`src/rtl/i2c_eng_pkg.sv`:
```
package i2c_eng_pkg;

  typedef enum logic [2:0] {
    OP_NOP     = 3'd0,
    OP_START   = 3'd1,
    OP_WRITE   = 3'd2,
    OP_READ    = 3'd3,
    OP_STOP    = 3'd4,
    OP_RESTART = 3'd5
  } i2c_op_e;

  typedef enum logic [3:0] {
    S_IDLE,  // bus not owned, lines released
    S_STA,   // lines released, waiting for SCL high, setup time
    S_STB,   // SDA low with SCL high: start hold
    S_HOLD,  // bus owned, SCL low, waiting for a command
    S_BLO,   // bit low phase
    S_BHI,   // bit high phase
    S_RLO,   // repeated start: SCL low, SDA released
    S_PLO,   // stop: SCL low, SDA low
    S_PHI,   // stop: SCL high, SDA low
    S_PREL   // stop: SDA released, bus free time
  } eng_st_e;

endpackage

```
`src/rtl/i2c_rst_sync.sv`:
```
module i2c_rst_sync #(
  parameter int STAGES = 2
) (
  input  logic clk_i,
  input  logic rst_ni,
  output logic rst_no
);
  logic [STAGES-1:0] chain_q;

  always_ff @(posedge clk_i or negedge rst_ni) begin
    if (!rst_ni) chain_q <= '0;
    else         chain_q <= {chain_q[STAGES-2:0], 1'b1};
  end

  assign rst_no = chain_q[STAGES-1];
endmodule

```
`src/rtl/i2c_line_sync.sv`:
```
module i2c_line_sync #(
  parameter int STAGES = 2,
  parameter int LINES  = 2
) (
  input  logic             clk_i,
  input  logic             rst_ni,
  input  logic [LINES-1:0] line_i,
  output logic [LINES-1:0] line_o
);
  for (genvar g = 0; g < LINES; g++) begin : g_line
    logic [STAGES-1:0] ff_q;
    // released lines idle high, so the chain resets to ones
    always_ff @(posedge clk_i or negedge rst_ni) begin
      if (!rst_ni) ff_q <= '1;
      else         ff_q <= {ff_q[STAGES-2:0], line_i[g]};
    end
    assign line_o[g] = ff_q[STAGES-1];
  end
endmodule

```
`src/rtl/i2c_bus_watch.sv`:
```
module i2c_bus_watch (
  input  logic clk_i,
  input  logic rst_ni,
  input  logic scl_s_i,
  input  logic sda_s_i,
  input  logic arb_evt_i,
  output logic bus_free_o
);
  logic scl_prev_q, sda_prev_q, free_q;
  logic free_d, stop_seen;

  assign stop_seen = scl_s_i && scl_prev_q && sda_s_i && !sda_prev_q;

  always_comb begin
    free_d = free_q;
    if (arb_evt_i)      free_d = 1'b0;
    else if (stop_seen) free_d = 1'b1;
  end

  always_ff @(posedge clk_i or negedge rst_ni) begin
    if (!rst_ni) begin
      scl_prev_q <= 1'b1;
      sda_prev_q <= 1'b1;
      free_q     <= 1'b1;
    end else begin
      scl_prev_q <= scl_s_i;
      sda_prev_q <= sda_s_i;
      free_q     <= free_d;
    end
  end

  assign bus_free_o = free_q;


  blocked_until_stop_chk: assert property (@(posedge clk_i) disable iff (!rst_ni)
    (!free_q && !stop_seen) |=> !free_q);
endmodule

```
`src/rtl/i2c_xact_engine.sv`:
```
module i2c_xact_engine
  import i2c_eng_pkg::*;
#(
  parameter int DIV_W       = 8,
  parameter int SYNC_STAGES = 2
) (
  input  logic             clk_i,
  input  logic             rst_ni,
  input  logic             cmd_valid_i,
  input  logic [2:0]       cmd_op_i,
  input  logic [7:0]       cmd_wdata_i,
  input  logic             cmd_nack_i,
  input  logic [DIV_W-1:0] lo_cnt_i,
  input  logic [DIV_W-1:0] hi_cnt_i,
  input  logic             scl_i,
  input  logic             sda_i,
  output logic             scl_oe_o,
  output logic             sda_oe_o,
  output logic             busy_o,
  output logic             done_o,
  output logic [7:0]       rdata_o,
  output logic             nack_o,
  output logic             arb_lost_o
);
  localparam int              BIT_W    = 4;
  localparam logic [BIT_W-1:0] ACK_SLOT = BIT_W'(8);
  localparam logic [DIV_W-1:0] ONE      = DIV_W'(1);

  logic rst_n_i, scl_s, sda_s, bus_free, arb_evt;
  logic [1:0] lines_s;

  i2c_rst_sync #(.STAGES(SYNC_STAGES)) u_rst (
    .clk_i(clk_i), .rst_ni(rst_ni), .rst_no(rst_n_i));

  i2c_line_sync #(.STAGES(SYNC_STAGES), .LINES(2)) u_sync (
    .clk_i(clk_i), .rst_ni(rst_n_i), .line_i({scl_i, sda_i}), .line_o(lines_s));
  assign scl_s = lines_s[1];
  assign sda_s = lines_s[0];

  i2c_bus_watch u_watch (
    .clk_i(clk_i), .rst_ni(rst_n_i), .scl_s_i(scl_s), .sda_s_i(sda_s),
    .arb_evt_i(arb_evt), .bus_free_o(bus_free));

  eng_st_e          st_q, st_d;
  logic [DIV_W-1:0] cnt_q, cnt_d;
  logic [BIT_W-1:0] bit_q, bit_d;
  logic [7:0]       sh_q, sh_d, rdata_q, rdata_d;
  logic             rd_q, rd_d, mn_q, mn_d, samp_q, samp_d;
  logic             nack_q, nack_d, arb_q, arb_d;
  logic             scl_oe_q, scl_oe_d, sda_oe_q, sda_oe_d, done_q, done_d;

  logic [DIV_W-1:0] lo_lim, hi_lim;
  logic             lo_end, hi_end, sample_pt, samp_now, arb_hit, bit_drive, scl_fall;
  i2c_op_e          op;

  assign op        = i2c_op_e'(cmd_op_i);
  assign lo_lim    = (lo_cnt_i == '0) ? ONE : lo_cnt_i;
  assign hi_lim    = (hi_cnt_i == '0) ? ONE : hi_cnt_i;
  assign lo_end    = (cnt_q >= lo_lim - ONE);
  assign hi_end    = scl_s && (cnt_q >= hi_lim - ONE);
  assign sample_pt = (st_q == S_BHI) && scl_s && (cnt_q == '0);
  assign samp_now  = sample_pt ? sda_s : samp_q;
  assign arb_hit   = sample_pt && !rd_q && (bit_q < ACK_SLOT) && sh_q[7] && !sda_s;

  // next-state process
  always_comb begin
    st_d = st_q;  cnt_d = cnt_q;  bit_d = bit_q;  sh_d = sh_q;
    rd_d = rd_q;  mn_d = mn_q;    samp_d = samp_q;
    nack_d = nack_q;  arb_d = arb_q;  rdata_d = rdata_q;
    arb_evt = 1'b0;
    unique case (st_q)
      S_IDLE: begin
        if (cmd_valid_i && op == OP_START && bus_free) begin
          st_d = S_STA;  cnt_d = '0;  arb_d = 1'b0;  nack_d = 1'b0;
        end
      end
      S_HOLD: begin
        if (cmd_valid_i) begin
          unique case (op)
            OP_RESTART: begin st_d = S_RLO; cnt_d = '0; nack_d = 1'b0; end
            OP_STOP:    begin st_d = S_PLO; cnt_d = '0; nack_d = 1'b0; end
            OP_WRITE: if (!nack_q) begin
              st_d = S_BLO;  cnt_d = '0;  bit_d = '0;  sh_d = cmd_wdata_i;  rd_d = 1'b0;
            end
            OP_READ: if (!nack_q) begin
              st_d = S_BLO;  cnt_d = '0;  bit_d = '0;  sh_d = 8'hFF;  rd_d = 1'b1;
              mn_d = cmd_nack_i;
            end
            default: ;
          endcase
        end
      end
      S_STA: begin
        if (hi_end)     begin st_d = S_STB; cnt_d = '0; end
        else if (scl_s) cnt_d = cnt_q + ONE;
      end
      S_STB: begin
        if (cnt_q >= hi_lim - ONE) begin st_d = S_HOLD; cnt_d = '0; end
        else                       cnt_d = cnt_q + ONE;
      end
      S_BLO: begin
        if (lo_end) begin st_d = S_BHI; cnt_d = '0; end
        else        cnt_d = cnt_q + ONE;
      end
      S_BHI: begin
        if (arb_hit) begin
          st_d = S_IDLE;  arb_d = 1'b1;  arb_evt = 1'b1;  cnt_d = '0;
        end else if (scl_s) begin
          if (sample_pt) samp_d = sda_s;
          if (hi_end) begin
            cnt_d = '0;
            if (bit_q == ACK_SLOT) begin
              st_d = S_HOLD;
              if (rd_q) rdata_d = sh_q;
              else      nack_d  = samp_now;
            end else begin
              sh_d  = {sh_q[6:0], samp_now};
              bit_d = bit_q + BIT_W'(1);
              st_d  = S_BLO;
            end
          end else begin
            cnt_d = cnt_q + ONE;
          end
        end
      end
      S_RLO: begin
        if (lo_end) begin st_d = S_STA; cnt_d = '0; end
        else        cnt_d = cnt_q + ONE;
      end
      S_PLO: begin
        if (lo_end) begin st_d = S_PHI; cnt_d = '0; end
        else        cnt_d = cnt_q + ONE;
      end
      S_PHI: begin
        if (hi_end)     begin st_d = S_PREL; cnt_d = '0; end
        else if (scl_s) cnt_d = cnt_q + ONE;
      end
      S_PREL: begin
        if (cnt_q >= hi_lim - ONE) begin st_d = S_IDLE; cnt_d = '0; end
        else                       cnt_d = cnt_q + ONE;
      end
      default: st_d = S_IDLE;
    endcase
  end

  // line enables for the next state; SDA holds for one cycle when SCL falls
  always_comb begin
    unique case (st_d)
      S_HOLD, S_BLO, S_RLO, S_PLO: scl_oe_d = 1'b1;
      default:                     scl_oe_d = 1'b0;
    endcase
    scl_fall  = scl_oe_d && !scl_oe_q;
    bit_drive = (bit_d == ACK_SLOT) ? (rd_d && !mn_d) : !sh_d[7];
    unique case (st_d)
      S_STB, S_PHI: sda_oe_d = 1'b1;
      S_HOLD, S_BHI: sda_oe_d = sda_oe_q;
      S_BLO:        sda_oe_d = scl_fall ? sda_oe_q : bit_drive;
      S_RLO:        sda_oe_d = scl_fall ? sda_oe_q : 1'b0;
      S_PLO:        sda_oe_d = scl_fall ? sda_oe_q : 1'b1;
      default:      sda_oe_d = 1'b0;
    endcase
    done_d = (st_q != S_IDLE) && (st_q != S_HOLD) && ((st_d == S_IDLE) || (st_d == S_HOLD));
  end

  // register process
  always_ff @(posedge clk_i or negedge rst_n_i) begin
    if (!rst_n_i) begin
      st_q <= S_IDLE;  cnt_q <= '0;  bit_q <= '0;  sh_q <= '0;
      rd_q <= 1'b0;    mn_q <= 1'b0; samp_q <= 1'b1;
      nack_q <= 1'b0;  arb_q <= 1'b0; rdata_q <= '0;
      scl_oe_q <= 1'b0; sda_oe_q <= 1'b0; done_q <= 1'b0;
    end else begin
      st_q <= st_d;  cnt_q <= cnt_d;  bit_q <= bit_d;  sh_q <= sh_d;
      rd_q <= rd_d;  mn_q <= mn_d;    samp_q <= samp_d;
      nack_q <= nack_d;  arb_q <= arb_d;  rdata_q <= rdata_d;
      scl_oe_q <= scl_oe_d;  sda_oe_q <= sda_oe_d;  done_q <= done_d;
    end
  end

  assign scl_oe_o   = scl_oe_q;
  assign sda_oe_o   = sda_oe_q;
  assign busy_o     = (st_q != S_IDLE) && (st_q != S_HOLD);
  assign done_o     = done_q;
  assign rdata_o    = rdata_q;
  assign nack_o     = nack_q;
  assign arb_lost_o = arb_q;


  arb_release_chk: assert property (@(posedge clk_i) disable iff (!rst_n_i)
    $rose(arb_q) |-> (!scl_oe_q && !sda_oe_q && done_q));

  sda_still_hi_chk: assert property (@(posedge clk_i) disable iff (!rst_n_i)
    (st_q == S_BHI && $past(st_q) == S_BHI) |-> $stable(sda_oe_q));

  stretch_wait_chk: assert property (@(posedge clk_i) disable iff (!rst_n_i)
    (st_q == S_BHI && !scl_s) |=> (st_q == S_BHI));

  refuse_start_chk: assert property (@(posedge clk_i) disable iff (!rst_n_i)
    (st_q == S_IDLE && !bus_free && cmd_valid_i) |=> (st_q == S_IDLE));

  nack_block_chk: assert property (@(posedge clk_i) disable iff (!rst_n_i)
    (st_q == S_HOLD && nack_q && cmd_valid_i && (op == OP_WRITE || op == OP_READ))
      |=> (st_q == S_HOLD && scl_oe_q));

  done_pulse_chk: assert property (@(posedge clk_i) disable iff (!rst_n_i)
    done_q |=> !done_q);
endmodule

```
`config.mk`:
```
export PLATFORM = sky130hd
export DESIGN_NAME = i2c_xact_engine
export DESIGN_NICKNAME = d
export VERILOG_FILES = /design/src/rtl/i2c_eng_pkg.sv /design/src/rtl/i2c_rst_sync.sv /design/src/rtl/i2c_line_sync.sv /design/src/rtl/i2c_bus_watch.sv /design/src/rtl/i2c_xact_engine.sv
export SDC_FILE = /design/constraint.sdc
export NUM_CORES = 1
export LEC_CHECK = 0
export ABC_AREA = 1
export BUFFER_PORTS_ARGS = -buffer_cell sky130_fd_sc_hd__buf_2
export CORE_ASPECT_RATIO = 0.9
export CORE_MARGIN = 2
export CORE_UTILIZATION = 64
export CTS_BUF_LIST = sky130_fd_sc_hd__clkbuf_4 sky130_fd_sc_hd__clkbuf_8
export DETAILED_ROUTE_END_ITERATION = 12
export PLACE_DENSITY_LB_ADDON = 0.15
export SLEW_MARGIN = 0
export SYNTH_ARGS = -nofsm -noshare
export SYNTH_HDL_FRONTEND = slang
export SYNTH_SLANG_ARGS = --single-unit
export TNS_END_PERCENT = 5
```
`constraint.sdc`:
```
create_clock -name clk_i -period 2.2 [get_ports clk_i]
set_input_delay 0.22 -clock clk_i [delete_from_list [all_inputs] [get_ports clk_i]]
set_output_delay 0.22 -clock clk_i [all_outputs]
set_load 0.02 [all_outputs]
```
# Yosys cells after proc, flatten, opt, wreduce, memory -nomap -nowiden
# Index checks and enable logic that the tools add are counted.
# totals
input_bits	33
wordCells	200
memories	0
mem_bits_rw	0
latch_bits	0
ff_bits	49
output_inout_bits	14
mem_bits_ro	0
# classes
reduce_logical	49
n_shift	0
magnitude_cmp	3
n_addsub	4
div	0
bitwise_logic	2
n_eq_ne	44
muxes	78
n_mul	0
# op_table
op	count
two-way mux 8 bit	19
two-way mux 4 bit	20
one-hot mux 8 bit (2 select lines)	3
one-hot mux 8 bit (6 select lines)	1
one-hot mux 4 bit (10 select lines)	1
== test 4 x 3 -> 1 bit, second input constant	8
two-way mux 1 bit	27
zero test 8 bit	3
!= test 2 bit, second input constant	11
== test 4 bit, second input constant	5
AND reduction 9 bit	2
== test 4 x 2 -> 1 bit, second input constant	4
>= comparator 8 bit	2
logical AND 1 bit	16
subtractor 8 x 1 -> 8 bit, second input constant	2
!= test 3 bit, second input constant	4
one-hot mux 4 bit (3 select lines)	1
OR reduction 2 bit	6
adder 8 x 1 -> 8 bit, second input constant	1
zero test 4 bit	2
one-hot mux 4 bit (2 select lines)	1
AND reduction 7 bit	1
== test 3 x 2 -> 1 bit, second input constant	2
== test 3 bit, second input constant	2
24 further kinds	36

# Logic depth before layout (Yosys ltp)
# logic_depth
depth_word	15
depth_mapped	25
mapped_depth_nobuf	25

# Hierarchy
# From an unflattened synthesis, not the netlist that was laid out.
# hier_totals
hier_cells	474
hier_area_um2	3627.2
# by_module_without_submodules
mod	area_each_um2	cells_each	n_inst	seq_area_each_um2
i2c_xact_engine	3340.7	455	1	1002.2
i2c_line_sync	120.1	6	1	105.1
i2c_bus_watch	112.6	10	1	78.8
i2c_rst_sync	53.8	3	1	50.0

# Worst setup path before layout
# OpenSTA, ideal clock, no wires.
# synth_path
path_type	input to register
start	in hi_cnt_i[1]
end	reg sda_oe_q (netlist: sda_oe_o)
setup_ps	119
path_buffers	0
path_stages	22
arrival_ps	2666
setup_slack_ps	-585
t_required_ps	2081
path_cell_list	inv_1 a41oi_1 nand2_1 nor3_1 inv_1 o31ai_1 ha_1 a21oi_1 o21a_1 nand2_1 nand2_1 nand2_1 nand2_1 nand2_1 nor2_1 nand3_4 nand2_2 nand2_2 nor2_2 nor2_1 nand2_1 nand2_1
# synth_via
elab_chain_cells	15
elab_cells_between_ends	43
cone_classes	add/sub: 1; order compare: 1; eq/ne: 11; mux: 21; bitwise: 1; reduce/logical: 8
# synth_rtl
element	line	rtl
start, declared	i2c_xact_engine.sv:14	input logic [DIV_W-1:0] hi_cnt_i,
zero test 8 bit	i2c_xact_engine.sv:58	assign hi_lim = (hi_cnt_i == '0) ? ONE : hi_cnt_i;
two-way mux 8 bit *	i2c_xact_engine.sv:58	
subtractor 8 x 1 -> 8 bit *	i2c_xact_engine.sv:60, i2c_xact_engine.sv:98, i2c_xact_engine.sv:139	
>= comparator 8 bit *	i2c_xact_engine.sv:60, i2c_xact_engine.sv:98, i2c_xact_engine.sv:139	
logical AND 1 bit	i2c_xact_engine.sv:60	assign hi_end = scl_s && (cnt_q >= hi_lim - ONE);
two-way mux 4 bit	i2c_xact_engine.sv:110	if (hi_end) begin
two-way mux 4 bit	i2c_xact_engine.sv:108	end else if (scl_s) begin
two-way mux 4 bit	i2c_xact_engine.sv:106	if (arb_hit) begin
one-hot mux 4 bit (10 select lines) *	i2c_xact_engine.sv:71	unique case (st_q)
net st_d[0]	i2c_xact_engine.sv:44	eng_st_e st_q, st_d;
== test 4 x 2 -> 1 bit or == test 4 x 3 -> 1 bit (tied branches)	i2c_xact_engine.sv:148, i2c_xact_engine.sv:154	
OR reduction 4 bit	i2c_xact_engine.sv:148	unique case (st_d)
two-way mux 1 bit	i2c_xact_engine.sv:148	
logical AND 1 bit	i2c_xact_engine.sv:152	scl_fall = scl_oe_d && !scl_oe_q;
!= test 2 bit (no line)	n/a	
AND reduction 4 bit (no line)	n/a	
end signal, assigned	i2c_xact_engine.sv:176	scl_oe_q <= scl_oe_d; sda_oe_q <= sda_oe_d; done_q <= done_d;
end, declared	i2c_xact_engine.sv:50	logic scl_oe_q, scl_oe_d, sda_oe_q, sda_oe_d, done_q, done_d;
# Mark *: on every way through the listed nets, which the timed path passes. The rest lies on a longest branch. The select of a mux whose other input is x is not followed.
# A chain may end at the register's enable or synchronous reset.

# Worst setup path after layout
# layout_path
start	in lo_cnt_i[6]
end	reg sda_oe_q (netlist: sda_oe_o)
# layout_via
elab_chain_cells	12
elab_cells_between_ends	26
cone_classes	add/sub: 1; order compare: 1; eq/ne: 10; mux: 7; bitwise: 1; reduce/logical: 6
# layout_rtl
element	line	rtl
start, declared	i2c_xact_engine.sv:13	input logic [DIV_W-1:0] lo_cnt_i,
zero test 8 bit	i2c_xact_engine.sv:57	assign lo_lim = (lo_cnt_i == '0) ? ONE : lo_cnt_i;
two-way mux 8 bit *	i2c_xact_engine.sv:57	
subtractor 8 x 1 -> 8 bit *	i2c_xact_engine.sv:59	assign lo_end = (cnt_q >= lo_lim - ONE);
>= comparator 8 bit *	i2c_xact_engine.sv:59	
two-way mux 4 bit, on equally long branches	i2c_xact_engine.sv:131, i2c_xact_engine.sv:102, i2c_xact_engine.sv:127	
one-hot mux 4 bit (10 select lines) *	i2c_xact_engine.sv:71	
net st_d[0]	i2c_xact_engine.sv:44	
== test 4 x 2 -> 1 bit or == test 4 x 3 -> 1 bit (tied branches)	i2c_xact_engine.sv:148, i2c_xact_engine.sv:154	
OR reduction 4 bit	i2c_xact_engine.sv:148	
two-way mux 1 bit	i2c_xact_engine.sv:148	
logical AND 1 bit	i2c_xact_engine.sv:152	
!= test 2 bit (no line)	n/a	
AND reduction 4 bit (no line)	n/a	
# Mark *: on every way through the listed nets, which the timed path passes. The rest lies on a longest branch.

==> results by group <==
Status
  – Outcome: finished with violations
  – Failing checks: DRC, setup timing

Critical path
  – Critical path data arrival time: 3.63 ns
  – CP endpoint: sda_oe_o
  – R2R depth: 18
  – WP data required: 2.41 ns
  – Worst R2R Setup Slack: -0.90 ns
  – Crit path max fanout: 6
  – Setup crit start: lo_cnt_i[6]
  – Critical path endpoint category: register
  – Reg2reg start: cnt_q[1]
  – Critical path class: primary input to register
  – R2r endpoint: sda_oe_o
  – Worst Setup Start Kind: primary input

Worst hold path
  – Worst hold stages: 1
  – Tightest Hold Check Type: primary input to register

STA
  – Unrepaired setup endpoints after global routing: yes
  – Final setup fails: 36
  – Final min period: about 3.4 ns
  – Setup ws final: -1.22 ns
  – Final Hold Viols: 0
  – Slew @ Worst Pin: 0.561 ns
  – Period utilisation layout: 155%
  – Achievable frequency: roughly 290 MHz
  – Pins over their slew limit: 0
  – Final setup TNS: -20.46 ns
  – Rel. slew slack: between 60% and 70%
  – Fin Clk Skew: around 0.015 ns

Power
  – Power Total: 4.68 mW
  – Max IR drop VDD: 0.000919 V
  – Leak: approximately 2.4 nW
  – PD cells: 977 nW/µm²

Logic synthesis
  – Count leader, synth: nand2_1
  – Yosys top cell by area: dfrtp_1
  – EDFF count, synth: 0
  – Sequential area share after synthesis: 36.6%
  – Most instantiated cells after synthesis: nand2_1 (90), inv_1 (67), nor2_1 (45), dfrtp_1 (41), nand3_1 (27)
  – Synth warn: 0
  – Mux share of post-synthesis cell area: less than 1%
  – Ys async rst share: 100%
  – Adder-cell share of the synthesized area: 8.14%
  – Synth Area in Simple Gates: 29.1%
  – Most used DFF post-synth: dfrtp_1
  – Top post-synthesis cells by area: dfrtp_1 (30%), nand2_1 (10%), ha_1 (8.1%)
  – Main combinational cell family by area after synthesis: simple AND/OR/NAND/NOR gates
  – Mapped cell area: 3380 µm²
  – Synth Register Bits: 49
  – Compound-Gate Fraction of Synth Area: 12.3%
  – Synth top area share: 30.3%
  – XOR/XNOR Fraction of Synth Area: ~4.4%
  – Synth Instances: 441
  – Synth unique cells: 44
  – Synthesized Nets: 496
  – Avg Synthesized Cell Area: 7.67 µm²

Clock tree
  – Clk Latency, worst-skew pair: 0.31 ns
  – Clk root buf: clkbuf_8
  – TritonCTS clock tree: built
  – Clock Pin Slew Worst Setup and Hold Paths: 0.10 ns
  – CTS sink cnt: 49
  – Max Root-Sink Buffers: 2
  – H-tree levels: 2
  – Cts bufs inserted: 5

GRT
  – Initial antenna violation count: 1
  – GR Util All Layers: a little under two fifths
  – First-pass GRT wire length: 17400 µm
  – Vias in the first global route: 3602
  – Gr ovfl total: 0
  – Largest net degree at the start of global routing: 26

Finish
  – Filler cell count in the final layout: approximately 190
  – Area of the multi-input gates: 2250 µm²
  – Non-Filler Instances: 633
  – FF+latch area: 1240 µm²
  – Final Util: 92.8%
  – Nets: 620
  – Antenna Cells: 0
  – Layout area overhead: 41.7%
  – Fraction of layout cells with a size suffix above 1: between 40% and 50%

Floorplan
  – Core Region: 5160 µm²
  – Starting density of the core: 65.5%
  – Die Ht: about 73 µm
  – Die ar.: roughly 5900 µm²
  – Row count: 25
  – I/O pin count: 47
  – Chip Width: 80.6 µm

Run
  – Max-cap viol count: 0

Drt
  – Vias per cell: 6.62
  – Starting DRT DRC Count: 791
  – Drt drc: 3
  – Vias: between 4000 and 5000
  – Routed Wire Length: 14400 µm
  – Pre-antenna DRT Iters: 12
  – Routed Antenna Nets: 0
  – WL/cell: ~23 µm

Place
  – HPWL Detailed: around 7000 µm
  – GPL Wtd Cong: 0.956
  – IO buf count: 46
  – Placed cell count: 616
-- cell type report --
class                           count  area share [%]
Clock inverter                      1           0.157
Sequential cell                    49            25.8
Inverter                           74            5.95
Multi-Input combinational cell    315            47.0
Clock buffer                        7            1.75
Tap cell                           67            1.75
Timing Repair Buffer              120            17.6
-- registers in the layout, summed over array words and instances (netlist names) --
| register | count |
|---|---|
| cnt_q | 8 |
| rdata_o | 8 |
| sh_q | 8 |
| bit_q | 4 |
| st_q | 4 |
| u_sync.g_line.ff_q | 4 |
| u_rst.chain_q | 2 |
| arb_lost_o | 1 |
| done_o | 1 |
| mn_q | 1 |
| nack_o | 1 |
| rd_q | 1 |
| samp_q | 1 |
| scl_oe_o | 1 |
| sda_oe_o | 1 |
| u_watch.bus_free_o | 1 |
| u_watch.scl_prev_q | 1 |
| u_watch.sda_prev_q | 1 |
-- worst min-delay path by stage --
stage | start | to | slack [ns]
finish | scl_i | u_sync.g_line[1].ff_q[0] | 0.01
global route | scl_i | u_sync.g_line[1].ff_q[0] | 0.007
CTS | scl_i | u_sync.g_line[1].ff_q[0] | 0.01
detailed placement | rst_ni | u_rst.chain_q[0] | 0.006
global placement | rst_ni | u_rst.chain_q[0] | 0.004
floorplan | rst_ni | u_rst.chain_q[0] | -0.08
-- kinds of logic (layout without fill, tap and decap cells) --
| group | count (synthesis) | in the layout |
|---|---|---|
| AO/OA/AOI/OAI | 65 | 65 |
| XOR/XNOR | 17 | 17 |
| adder cells (fa/ha/maj) | 22 | 22 |
| buffers and inverters | 77 | 202 |
| flip-flops | 49 | 49 |
| multiplexers | 2 | 2 |
| other | 1 | 1 |
| AND/OR/NAND/NOR | 208 | 208 |
-- cells in the final DEF, fill, tap and decap left out, types with 7 or more instances in the layout --
cell | synthesis | layout
a21oi_1 | 15 | 12
buf_2 | 2 | 44
buf_4 | 0 | 65
buf_6 | 0 | 8
dfrtp_1 | 41 | 40
dfstp_2 | 8 | 8
ha_1 | 22 | 18
inv_1 | 67 | 62
inv_2 | 6 | 9
nand2_1 | 90 | 70
nand2_2 | 5 | 19
nand3_1 | 27 | 19
nand3_2 | 3 | 8
nand4_1 | 7 | 7
nor2_1 | 45 | 35
nor2_4 | 3 | 10
nor3_1 | 17 | 12
o21ai_0 | 16 | 13
xnor2_1 | 9 | 8
xor2_1 | 8 | 8
-- stage by stage --
step                setup slack, ns  hold slack, ns  cell area [µm²]
floorplan                    -0.460         -0.0756             3410
global placement             -0.878         0.00409             4210
detailed placement           -0.946         0.00603             4210
CTS                          -0.435          0.0125             4590
global route                  -1.31         0.00655             4790
finish                        -1.22          0.0109             4790
-- power breakdown --
group | internal, mW | switching [mW] | leakage [nW]
logic | 1.03 | 1.81 | 1.73
registers | 1.10 | 0.170 | 0.632
clock network | 0.251 | 0.327 | 0.0453
total | 2.38 | 2.30 | 2.41
-- timing repair --
| item | CTS | global route |
|---|---|---|
| hold buffers | 1 | 0 |
| pin swaps | 31 | 26 |
| buffers inserted | 6 | 2 |
| hold endpoints to repair | 2 | 0 |
| setup endpoints to repair | 35 | 36 |
| resized for setup | 54 | 46 |
-- critical path: stages --
cell,delay [ns]
buf_8,0.10
nor4_4,0.36
a31oi_4,0.16
nand2_1,0.13
buf_4,0.13
xor2_1,0.22
ha_1,0.29
a21oi_1,0.24
nand2_1,0.14
nand2_2,0.21
nand4_1,0.19
nand2_1,0.26
nand2_1,0.15
nor2_4,0.17
nand3_4,0.15
nand2_4,0.15
nand2_4,0.06
nor2_4,0.11
nor2_2,0.05
nand2_1,0.05
nand2_1,0.04
-- metal layers --
layer  vias to the layer above  global-route usage, %  wire [µm]
li1                       1694                      -          -
met1                      1879                   52.6       4890
met2                       463                   62.7       6290
met3                       151                   5.94       1980
met4                         2                   10.9       1260
met5                         -                      0          1
Power figures use the tool's default switching activity.
